$ cat src/rtl/tscan_pkg.sv
package tscan_pkg;
  localparam int LVL_W  = 3;
  localparam int GAIN_W = 2;

  typedef enum logic {
    SNS_THERM = 1'b0,
    SNS_DIODE = 1'b1
  } sns_kind_e;

  typedef struct packed {
    sns_kind_e          kind;
    logic [LVL_W-1:0]   lvl;
    logic [GAIN_W-1:0]  gain;
  } sns_cfg_t;

  typedef enum logic [2:0] {
    ST_IDLE,
    ST_SEL,
    ST_SETTLE,
    ST_START,
    ST_WAIT,
    ST_HK
  } seq_state_e;
endpackage

$ cat src/rtl/tscan_cfg_tab.sv
module tscan_cfg_tab import tscan_pkg::*; #(
  parameter int N_SNS = 46,
  localparam int IDX_W = $clog2(N_SNS)
) (
  input  logic             clk_i,
  input  logic             rst_ni,
  input  logic             we_i,
  input  logic [IDX_W-1:0] wr_idx_i,
  input  sns_cfg_t         wr_cfg_i,
  input  logic [IDX_W-1:0] rd_idx_i,
  output sns_cfg_t         rd_cfg_o
);
  sns_cfg_t tab_q [N_SNS];

  for (genvar g = 0; g < N_SNS; g++) begin : g_ent
    always_ff @(posedge clk_i or negedge rst_ni) begin
      if (!rst_ni) tab_q[g] <= '0;
      else if (we_i && wr_idx_i == IDX_W'(g)) tab_q[g] <= wr_cfg_i;
    end
  end

  assign rd_cfg_o = (int'(rd_idx_i) < N_SNS) ? tab_q[rd_idx_i] : '0;
endmodule

$ cat src/rtl/tscan_res_file.sv
module tscan_res_file #(
  parameter int N_SNS = 46,
  parameter int ADC_W = 16,
  localparam int IDX_W = $clog2(N_SNS)
) (
  input  logic             clk_i,
  input  logic             rst_ni,
  input  logic             we_i,
  input  logic [IDX_W-1:0] wr_idx_i,
  input  logic [ADC_W-1:0] wr_data_i,
  input  logic [IDX_W-1:0] rd_idx_i,
  output logic [ADC_W-1:0] rd_data_o
);
  logic [ADC_W-1:0] mem_q [N_SNS];

  for (genvar g = 0; g < N_SNS; g++) begin : g_word
    always_ff @(posedge clk_i or negedge rst_ni) begin
      if (!rst_ni) mem_q[g] <= '0;
      else if (we_i && wr_idx_i == IDX_W'(g)) mem_q[g] <= wr_data_i;
    end
  end

  assign rd_data_o = (int'(rd_idx_i) < N_SNS) ? mem_q[rd_idx_i] : '0;
endmodule

$ cat src/rtl/tscan_fsm.sv
module tscan_fsm import tscan_pkg::*; #(
  parameter int N_SNS           = 46,
  parameter int ADC_W           = 16,
  parameter int SETTLE_W        = 8,
  parameter int DIODES_PER_TICK = 2,
  parameter int HK_PERIOD       = 10,
  localparam int IDX_W = $clog2(N_SNS)
) (
  input  logic                clk_i,
  input  logic                rst_ni,
  input  logic                tick_i,
  input  logic [SETTLE_W-1:0] settle_i,
  input  sns_cfg_t            cfg_i,
  output logic [IDX_W-1:0]    idx_o,
  input  logic                adc_done_i,
  input  logic [ADC_W-1:0]    adc_data_i,
  output logic                adc_start_o,
  output logic                res_we_o,
  output logic [IDX_W-1:0]    hk_ridx_o,
  input  logic [ADC_W-1:0]    hk_rdata_i,
  output logic [IDX_W-1:0]    mux_addr_o,
  output logic                src_sel_o,
  output logic [LVL_W-1:0]    cur_lvl_o,
  output logic [GAIN_W-1:0]   gain_o,
  output logic                upd_valid_o,
  output logic [IDX_W-1:0]    upd_idx_o,
  output logic [ADC_W-1:0]    upd_data_o,
  output logic                hk_valid_o,
  output logic [IDX_W-1:0]    hk_idx_o,
  output logic [ADC_W-1:0]    hk_data_o,
  output logic                busy_o,
  output logic                overrun_o
);
  localparam int SC_W = $clog2(N_SNS + 1);
  localparam int DC_W = $clog2(DIODES_PER_TICK + 1);
  localparam int HC_W = $clog2(HK_PERIOD);
  localparam logic [IDX_W-1:0] LAST_IDX = IDX_W'(N_SNS - 1);

  seq_state_e          state_q;
  logic                therm_q;
  logic [IDX_W-1:0]    idx_q, dptr_q, hk_ptr_q;
  logic [SC_W-1:0]     scan_q;
  logic [DC_W-1:0]     dcnt_q;
  logic [SETTLE_W-1:0] scnt_q;
  logic [HC_W-1:0]     cyc_q;

  logic [IDX_W-1:0] idx_inc, nx_idx;
  logic [SC_W-1:0]  nx_scan;
  logic             nx_therm, nx_clr, diode_end, want;

  // step to the next table entry; thermistor pass hands over to the diode pass
  always_comb begin
    idx_inc  = (idx_q == LAST_IDX) ? '0 : idx_q + 1'b1;
    nx_therm = therm_q;
    nx_idx   = idx_inc;
    nx_scan  = scan_q;
    nx_clr   = 1'b0;
    if (therm_q) begin
      if (idx_q == LAST_IDX) begin
        nx_therm = 1'b0;
        nx_idx   = dptr_q;
        nx_scan  = '0;
        nx_clr   = 1'b1;
      end
    end else begin
      nx_scan = scan_q + 1'b1;
    end
  end

  assign diode_end = (dcnt_q == DC_W'(DIODES_PER_TICK)) || (scan_q == SC_W'(N_SNS));
  assign want      = therm_q ? (cfg_i.kind == SNS_THERM) : (cfg_i.kind == SNS_DIODE);

  assign idx_o       = idx_q;
  assign hk_ridx_o   = hk_ptr_q;
  assign adc_start_o = (state_q == ST_START);
  assign res_we_o    = (state_q == ST_WAIT) && adc_done_i;
  assign busy_o      = (state_q != ST_IDLE);

  always_ff @(posedge clk_i or negedge rst_ni) begin
    if (!rst_ni) begin
      state_q     <= ST_IDLE;
      therm_q     <= 1'b1;
      idx_q       <= '0;
      dptr_q      <= '0;
      hk_ptr_q    <= '0;
      scan_q      <= '0;
      dcnt_q      <= '0;
      scnt_q      <= '0;
      cyc_q       <= '0;
      mux_addr_o  <= '0;
      src_sel_o   <= 1'b0;
      cur_lvl_o   <= '0;
      gain_o      <= '0;
      upd_valid_o <= 1'b0;
      upd_idx_o   <= '0;
      upd_data_o  <= '0;
      hk_valid_o  <= 1'b0;
      hk_idx_o    <= '0;
      hk_data_o   <= '0;
      overrun_o   <= 1'b0;
    end else begin
      upd_valid_o <= 1'b0;
      hk_valid_o  <= 1'b0;
      if (tick_i && state_q != ST_IDLE) overrun_o <= 1'b1;

      unique case (state_q)
        ST_IDLE: begin
          if (tick_i) begin
            therm_q <= 1'b1;
            idx_q   <= '0;
            state_q <= ST_SEL;
          end
        end
        ST_SEL: begin
          if (!therm_q && diode_end) begin
            dptr_q <= idx_q;
            if (cyc_q == HC_W'(HK_PERIOD - 1)) begin
              cyc_q    <= '0;
              hk_ptr_q <= '0;
              state_q  <= ST_HK;
            end else begin
              cyc_q   <= cyc_q + 1'b1;
              state_q <= ST_IDLE;
            end
          end else if (want) begin
            mux_addr_o <= idx_q;
            src_sel_o  <= cfg_i.kind;
            cur_lvl_o  <= cfg_i.lvl;
            gain_o     <= cfg_i.gain;
            scnt_q     <= '0;
            state_q    <= ST_SETTLE;
          end else begin
            therm_q <= nx_therm;
            idx_q   <= nx_idx;
            scan_q  <= nx_scan;
            if (nx_clr) dcnt_q <= '0;
          end
        end
        ST_SETTLE: begin
          if (scnt_q == settle_i) state_q <= ST_START;
          else                    scnt_q  <= scnt_q + 1'b1;
        end
        ST_START: state_q <= ST_WAIT;
        ST_WAIT: begin
          if (adc_done_i) begin
            if (therm_q) begin
              upd_valid_o <= 1'b1;
              upd_idx_o   <= idx_q;
              upd_data_o  <= adc_data_i;
            end
            therm_q <= nx_therm;
            idx_q   <= nx_idx;
            scan_q  <= nx_scan;
            if (nx_clr)        dcnt_q <= '0;
            else if (!therm_q) dcnt_q <= dcnt_q + 1'b1;
            state_q <= ST_SEL;
          end
        end
        ST_HK: begin
          hk_valid_o <= 1'b1;
          hk_idx_o   <= hk_ptr_q;
          hk_data_o  <= hk_rdata_i;
          if (hk_ptr_q == LAST_IDX) state_q  <= ST_IDLE;
          else                      hk_ptr_q <= hk_ptr_q + 1'b1;
        end
        default: state_q <= ST_IDLE;
      endcase
    end
  end
endmodule

$ cat src/rtl/tscan_seq.sv
module tscan_seq import tscan_pkg::*; #(
  parameter int N_SNS           = 46,
  parameter int ADC_W           = 16,
  parameter int SETTLE_W        = 8,
  parameter int DIODES_PER_TICK = 2,
  parameter int HK_PERIOD       = 10,
  localparam int IDX_W = $clog2(N_SNS)
) (
  input  logic                clk_i,
  input  logic                rst_ni,
  input  logic                tick_i,
  input  logic [SETTLE_W-1:0] settle_i,
  input  logic                cfg_we_i,
  input  logic [IDX_W-1:0]    cfg_idx_i,
  input  logic                cfg_diode_i,
  input  logic [LVL_W-1:0]    cfg_lvl_i,
  input  logic [GAIN_W-1:0]   cfg_gain_i,
  input  logic                adc_done_i,
  input  logic [ADC_W-1:0]    adc_data_i,
  output logic                adc_start_o,
  output logic [IDX_W-1:0]    mux_addr_o,
  output logic                src_sel_o,
  output logic [LVL_W-1:0]    cur_lvl_o,
  output logic [GAIN_W-1:0]   gain_o,
  output logic                upd_valid_o,
  output logic [IDX_W-1:0]    upd_idx_o,
  output logic [ADC_W-1:0]    upd_data_o,
  output logic                hk_valid_o,
  output logic [IDX_W-1:0]    hk_idx_o,
  output logic [ADC_W-1:0]    hk_data_o,
  output logic                busy_o,
  output logic                overrun_o
);
  sns_cfg_t         wr_cfg, rd_cfg;
  logic [IDX_W-1:0] seq_idx, hk_ridx;
  logic [ADC_W-1:0] hk_rdata;
  logic             res_we;

  assign wr_cfg = '{kind: sns_kind_e'(cfg_diode_i), lvl: cfg_lvl_i, gain: cfg_gain_i};

  tscan_cfg_tab #(.N_SNS(N_SNS)) u_cfg (
    .clk_i    (clk_i),
    .rst_ni   (rst_ni),
    .we_i     (cfg_we_i),
    .wr_idx_i (cfg_idx_i),
    .wr_cfg_i (wr_cfg),
    .rd_idx_i (seq_idx),
    .rd_cfg_o (rd_cfg)
  );

  tscan_res_file #(.N_SNS(N_SNS), .ADC_W(ADC_W)) u_res (
    .clk_i     (clk_i),
    .rst_ni    (rst_ni),
    .we_i      (res_we),
    .wr_idx_i  (seq_idx),
    .wr_data_i (adc_data_i),
    .rd_idx_i  (hk_ridx),
    .rd_data_o (hk_rdata)
  );

  tscan_fsm #(
    .N_SNS(N_SNS), .ADC_W(ADC_W), .SETTLE_W(SETTLE_W),
    .DIODES_PER_TICK(DIODES_PER_TICK), .HK_PERIOD(HK_PERIOD)
  ) u_fsm (
    .clk_i       (clk_i),
    .rst_ni      (rst_ni),
    .tick_i      (tick_i),
    .settle_i    (settle_i),
    .cfg_i       (rd_cfg),
    .idx_o       (seq_idx),
    .adc_done_i  (adc_done_i),
    .adc_data_i  (adc_data_i),
    .adc_start_o (adc_start_o),
    .res_we_o    (res_we),
    .hk_ridx_o   (hk_ridx),
    .hk_rdata_i  (hk_rdata),
    .mux_addr_o  (mux_addr_o),
    .src_sel_o   (src_sel_o),
    .cur_lvl_o   (cur_lvl_o),
    .gain_o      (gain_o),
    .upd_valid_o (upd_valid_o),
    .upd_idx_o   (upd_idx_o),
    .upd_data_o  (upd_data_o),
    .hk_valid_o  (hk_valid_o),
    .hk_idx_o    (hk_idx_o),
    .hk_data_o   (hk_data_o),
    .busy_o      (busy_o),
    .overrun_o   (overrun_o)
  );
endmodule

$ cat config.mk
export PLATFORM = sky130hd
export DESIGN_NAME = tscan_seq
export DESIGN_NICKNAME = d
export VERILOG_FILES = /design/src/rtl/tscan_pkg.sv /design/src/rtl/tscan_cfg_tab.sv /design/src/rtl/tscan_res_file.sv /design/src/rtl/tscan_fsm.sv /design/src/rtl/tscan_seq.sv
export SDC_FILE = /design/constraint.sdc
export NUM_CORES = 2
export LEC_CHECK = 0
export BUFFER_PORTS_ARGS = -buffer_cell sky130_fd_sc_hd__buf_2
export CORE_MARGIN = 2
export CORE_UTILIZATION = 53
export CTS_CLUSTER_DIAMETER = 150
export DETAILED_ROUTE_END_ITERATION = 7
export PLACE_DENSITY = 0.77
export SKIP_LAST_GASP = 1
export SLEW_MARGIN = 20
export SYNTH_ARGS = -nofsm -noshare
export SYNTH_HDL_FRONTEND = slang
export SYNTH_SLANG_ARGS = --single-unit
$ cat constraint.sdc
create_clock -name clk_i -period 4.3 [get_ports clk_i]
set_clock_uncertainty 0.1 [all_clocks]
set_input_delay 1.075 -clock clk_i [delete_from_list [all_inputs] [get_ports clk_i]]
set_output_delay 1.075 -clock clk_i [all_outputs]
set_load 0.005 [all_outputs]
# After elaboration in Yosys (flattened, before gate mapping)

Cells that the tools add are included.

Register bits: 1,113
Input port bits: 41
Output and inout bits: 61
Logic and storage cells: 506

Add/sub/neg operators: 6
Order comparisons: 4
Equality and inequality tests: 114
Multiplexer cells: 60
Bitwise gates (word level): 4
Reduce and logical (&&, ||, !) cells: 114

Operators by type and width:

| cell                                              | number |
|---|---|
| == test 6 x 5 -> 1 bit, second input constant     | 32 |
| == test 6 bit, second input constant              | 30 |
| 2-to-1 mux 6 bit                                  | 18 |
| binary-select mux 16 bit (select 6 bit)           | 1 |
| == test 6 x 4 -> 1 bit, second input constant     | 16 |
| logical AND 1 bit                                 | 95 |
| == test 6 x 3 -> 1 bit, second input constant     | 8 |
| 2-to-1 mux 16 bit                                 | 3 |
| binary-select mux 6 bit (select 6 bit)            | 1 |
| == test 6 x 2 -> 1 bit, second input constant     | 4 |
| 2-to-1 mux 8 bit                                  | 3 |
| case mux 6 bit (2 select lines)                   | 2 |
| 2-to-1 mux 3 bit                                  | 7 |
| adder 6 x 1 -> 6 bit, second input constant       | 3 |
| case mux 3 bit (6 select lines)                   | 1 |
| case mux 6 bit (3 select lines)                   | 1 |
| case mux 8 bit (2 select lines)                   | 1 |
| >= comparator 7 bit, second input constant        | 2 |
| NOT 6 -> 7 bit                                    | 2 |
| 2-to-1 mux 1 bit                                  | 13 |
| == test 6 x 1 -> 1 bit, second input constant     | 2 |
| zero test 6 bit                                   | 2 |
| less-than comparator 6 bit, second input constant | 2 |
| 2-to-1 mux 2 bit                                  | 6 |
| other kinds (27)                                  | 47 |

# Longest topological paths before layout

Word-level depth: 10
Gate-level depth with buffers: 14
Mapped depth without buffers: 9

# Cells and area by module

From an unflattened synthesis, not the netlist that was laid out.

Cell total of the unflattened synthesis: 3,475
Area total of the unflattened synthesis: 51,363.0 µm²

Modules (own cells, without submodules):

| module         | instances | cells an instance | area each (µm²) | sequential area each (µm²) |
|---|---|---|---|---|
| tscan_res_file | 1         | 2,201             | 33,706.1        | 18,417.7 |
| tscan_cfg_tab  | 1         | 863               | 12,928.6        | 6,906.6 |
| tscan_fsm      | 1         | 411               | 4,728.3         | 2,528.7 |

# Worst setup path before layout

Ideal clock, no wire load.

Kind: register -> register
From: register u_fsm.idx_q[1] (netlist: u_fsm.idx_o[1])
To: register u_res.mem_q[645] in the netlist's numbering
Library setup time: 0.125 ns
Arrival: 3.144 ns
Data required time: 4.075 ns
Path slack: 0.931 ns
Stages on the path, launching flop included: 12
Buffers on the path: 7
Period minus slack after synthesis: 3.369 ns
Path through: dfrtp_1 -> clkbuf_1 -> buf_2 -> buf_2 -> buf_1 -> clkbuf_1 -> inv_1 -> ha_1 -> clkbuf_1 -> nand3_1 -> clkbuf_1 -> mux2_2

Cells in the longest elaborated chain, start to end: 2

RTL lines:

| what                           | RTL line             | text |
|---|---|---|
| start: declaration             | tscan_fsm.sv:41      | `logic [IDX_W-1:0] idx_q, dptr_q, hk_ptr_q;` |
| start signal: assignment       | tscan_fsm.sv:134     | `idx_q <= nx_idx;` |
| start signal: assignment       | tscan_fsm.sv:152     | `idx_q <= nx_idx;` |
| == test 6 x 3 -> 1 bit         | tscan_res_file.sv:19 | `else if (we_i && wr_idx_i == IDX_W'(g)) mem_q[g] <= wr_data_i;` |
| logical AND 1 bit              | tscan_res_file.sv:19 |  |
| end signal: indexed assignment | tscan_res_file.sv:19 |  |
| end: declaration               | tscan_res_file.sv:14 | `logic [ADC_W-1:0] mem_q [N_SNS];` |

Every way passes these cells.
A chain may end at the register's enable or synchronous reset.

# Worst setup path after layout

From: register u_fsm.idx_q[1] (netlist: u_fsm.idx_o[1])
To: register u_fsm.idx_q[1] (netlist: u_fsm.idx_o[1])

Cells in the longest elaborated chain, start to end: 9
Elaborated cells between the ends (all ways): 19
Those cells by class: add/sub: 1; order compare: 1; eq/ne: 2; mux: 12; bitwise: 2; reduce/logical: 1

RTL lines:

| what                                                 | RTL line            | text |
|---|---|---|
| NOT 6 -> 7 bit (not written as such)                 | tscan_cfg_tab.sv:22 | `assign rd_cfg_o = (int'(rd_idx_i) < N_SNS) ? tab_q[rd_idx_i] : '0;` |
| binary-select mux 6 bit (select 6 bit)               | tscan_cfg_tab.sv:22 |  |
| 2-to-1 mux 6 bit (not written as such) (2 in series) | tscan_cfg_tab.sv:22 |  |
| 2-to-1 mux 6 bit                                     | tscan_cfg_tab.sv:22 |  |
| NOT 1 bit                                            | tscan_fsm.sv:71     | `assign want = therm_q ? (cfg_i.kind == SNS_THERM) : (cfg_i.kind == SNS_DIODE);` |
| 2-to-1 mux 1 bit                                     | tscan_fsm.sv:71     |  |
| inequality test 2 bit (no line)                      | --                  |  |
| AND reduction 5 bit (no line)                        | --                  |  |

Several ways; a longest one is shown, not always the timed one. The select of a mux whose other input is x is not followed.

==> metrics.md <==
| Metric | Value |
|---|---|
| Area of the die | `98100 um2` |
| Min Tclk post-route | `3.62 ns` |
| Multi-input logic area | `21700 um2` |
| H-Tree Depth | `3` |
| CTS root buf | `clkbuf_16` |
| Hold Vio Cnt, Final | `0` |
| LEAKAGE | `27.2 nW` |
| Area growth from synthesis to layout | `12.2%` |
| Area leader, netlist | `dfrtp_1` |
| GRT overflow | `0` |
| Share of Yosys cell area claimed by the top area cell type | `0.549` |
| Routed Antenna Nets | `0` |
| Final setup fails | `0` |
| Synth warn | `0` |
| Cts repair resizes | `0` |
| Worst path required time | `4.79 ns` |
| Commonest non-fill, non-tap cell in the layout | `dfrtp_1` |
| Insertion delay of the later-clocked pin in the worst-skew pair | `0.71 ns` |
| Synthesized flop and latch total | `1113` |
| FMAX | `0.276 GHz` |
| Initial antenna violation count | `2` |
| Slew @ Worst Pin | `1.14 ns` |
| Setup TNS | `0 ns` |
| Final net count | `3560` |
| Starting Density | `0.534` |
| Max_slew headroom | `0.240` |
| R2r startpoint | `u_fsm.idx_o[1]` |
| Most frequent cells in the layout | `dfrtp_1 (1106), mux2_2 (1040), mux4_2 (226), buf_4 (139), mux2i_1 (132)` |
| Top Ports | `102` |
| GPL Wtd Cong | `0.840` |
| Maximum VDD drop | `0.408 mV` |
| 1st-iter DRT viols | `2328` |
| CP arrival | `4.11 ns` |
| Number of hold buffers added after CTS | `0` |
| Syn Area/Cell | `14.8 um2` |
| Prevailing post-synth register cell | `dfrtp_1` |
| Maxcap violations | `0` |
| Layout cell share with drive strength beyond 1 | `0.482` |
| Syn Nets | `3473` |
| R2R Setup Slk | `0.68 ns` |
| CP Buf/Inv Count | `1` |
| Fill cell total of the finished layout | `7119` |
| Synth Cell Area | `50700 um2` |
| Die span in y | `313 um` |
| Worst path cell trace | `buf_4 > nand3b_1 > o22ai_1 > a21oi_1 > o21ai_1 > or4b_4 > and3_1 > mux2_4` |
| DRT Pass-1 Iters | `7` |
| PortBufs | `101` |
| CP max-delay cell | `dfrtp_4` |
| Fraction of registers with async set/reset | `1.00` |
| Reg-to-Reg End | `u_fsm.idx_o[1]` |
| Leading post-synthesis cells by cell area | `dfrtp_1 (55%), mux2_2 (23%), mux4_2 (10%), mux2i_1 (2.6%), clkbuf_1 (1.7%)` |
| Via-per-instance ratio | `6.18` |
| CP peak stage delay | `0.67 ns` |
| Delay-heaviest family, CP | `simple AND/OR/NAND/NOR gates` |
| Clock Sink Count | `1113` |
| GRT Util Overall | `0.256` |
| Bufs on Longest Clock Path | `3` |
| Total chip power | `27.6 mW` |
| First-pass GRT wire length | `194000 um` |
| Synth Instances | `3422` |
| DP HPWL | `79000 um` |
| Clock transition at path regs | `0.06 ns` |
| DRC violation count after routing | `0` |
| Final wirelength | `124000 um` |
| Unrepaired setup endpoints after global routing | `false` |
| Final design utilization | `0.600` |
| Fin crit share | `0.843` |
| Kind of end point of the critical path | `register` |
| Largest net degree at the start of global routing | `113` |
| Max Slew Vio Count | `0` |
| Yosys cell types | `63` |
| Pwr/cell area | `484 nW/um2` |
| Class of the worst hold path | `in2async` |
| Die W | `313 um` |
| DR vias | `30.1k` |
| Critical path launch point type | `register` |
| Vias in the first global route | `31.8k` |
| Post-DR wirelength/cell | `25.5 um` |
| Outcome | `complete, no violations` |
| Worst reg-to-reg path cell count | `8` |
| CTS Buf Count | `112` |
| Row count | `113` |
| Core area | `94900 um2` |
| Storage cell area | `27900 um2` |
| Worst Path Max Fanout | `33` |
| Post-synth EDFFs | `0` |
| Post-synthesis sequential area ratio | `0.549` |
| Post-CTS Setup Inserts | `0` |
| Crit Path Class | `reg2reg` |
| CTS tree | `yes` |
-- logic make-up (layout without fill, tap and decap cells) --
family	Yosys count	count (layout)	synth area share
flip-flops	1113	1113	0.549
AND/OR/NAND/NOR	341	341	0.0304
buffers and inverters	310	493	0.0240
AO/OA/AOI/OAI	223	223	0.0304
other	0	1	0
XOR/XNOR	11	11	0.00190
multiplexers	1414	1414	0.361
adder cells (fa/ha/maj)	10	10	0.00247
-- worst max-delay path by stage --
stage | startpoint | end | cells after the start
after CTS | u_fsm.idx_o[0] | u_fsm.idx_o[1] | 8
after global placement | u_fsm.idx_o[0] | u_fsm.idx_o[1] | 8
after floorplan | u_fsm.idx_o[1] | u_res.mem_q[645] | 11
after detailed placement | u_fsm.idx_o[0] | u_fsm.idx_o[1] | 8
final | u_fsm.idx_o[1] | u_fsm.idx_o[1] | 8
after global routing | u_fsm.idx_o[0] | u_fsm.idx_o[1] | 7
-- through the flow --
stage          hold WS (ns)  setup WS, ns  std cells  instance area, um2
3_3_place_gp          0.334         0.643       4660               53200
2_1_floorplan         0.351         0.931       3422               50700
6_report              0.308         0.676       4871               56900
5_1_grt               0.327         0.512       4871               56900
3_5_place_dp          0.340         0.663       4660               53200
4_1_cts               0.299         0.653       4870               56900
-- registers in the layout, summed over array words and instances (netlist names), 2 cells and up --
signal            cells
u_fsm.gain_o          2
u_fsm.state_q         3
u_fsm.hk_idx_o        6
u_fsm.cur_lvl_o       3
u_fsm.upd_idx_o       6
u_fsm.hk_data_o      16
u_cfg.tab_q         276
u_fsm.scan_q          6
u_fsm.scnt_q          8
u_fsm.dcnt_q          2
u_res.mem_q         736
u_fsm.dptr_q          6
u_fsm.idx_o           6
u_fsm.upd_data_o     16
u_fsm.hk_ridx_o       6
u_fsm.cyc_q           4
u_fsm.mux_addr_o      6
-- power by group --
part           total [mW]  switching, mW  internal, mW
clock                9.77           4.13          5.64
sequential           12.1          0.677          11.4
combinational        5.68           2.92          2.75
total                27.6           7.74          19.8
-- synthesized netlist by cell type, types with 8 or more instances --
cell       instances
nand2b_1          10
a211oi_1          17
o21ai_0           43
a22o_1            16
and3_1             8
o31ai_1            8
o22ai_1           35
nand4_1            8
nor3_1            25
xnor2_1            9
nand2_1          104
a31oi_1           10
ha_1              10
a21oi_1           24
buf_2             26
dfrtp_1         1112
mux2i_1          132
o32ai_1           15
nand3_1           37
inv_1             19
buf_1             27
nor2_1           118
mux4_2           226
mux2_1            13
a2111oi_0         22
mux2_2          1040
clkbuf_1         232
-- layout make-up --
cell class,instances,area share
Antenna cell,1,0.0000440
Clock buffer,168,0.0570
Clock inverter,42,0.00829
Inverter,22,0.00145
Multi-Input combinational cell,1999,0.381
Sequential cell,1113,0.490
Tap cell,1265,0.0278
Timing Repair Buffer,261,0.0348
-- metal layers --
layer,share of wire,track usage
met5,0.00016,0
met4,0.032,0.0825
met3,0.049,0.0400
met2,0.50,0.430
met1,0.42,0.345
(Power assumes the default switching activity.)
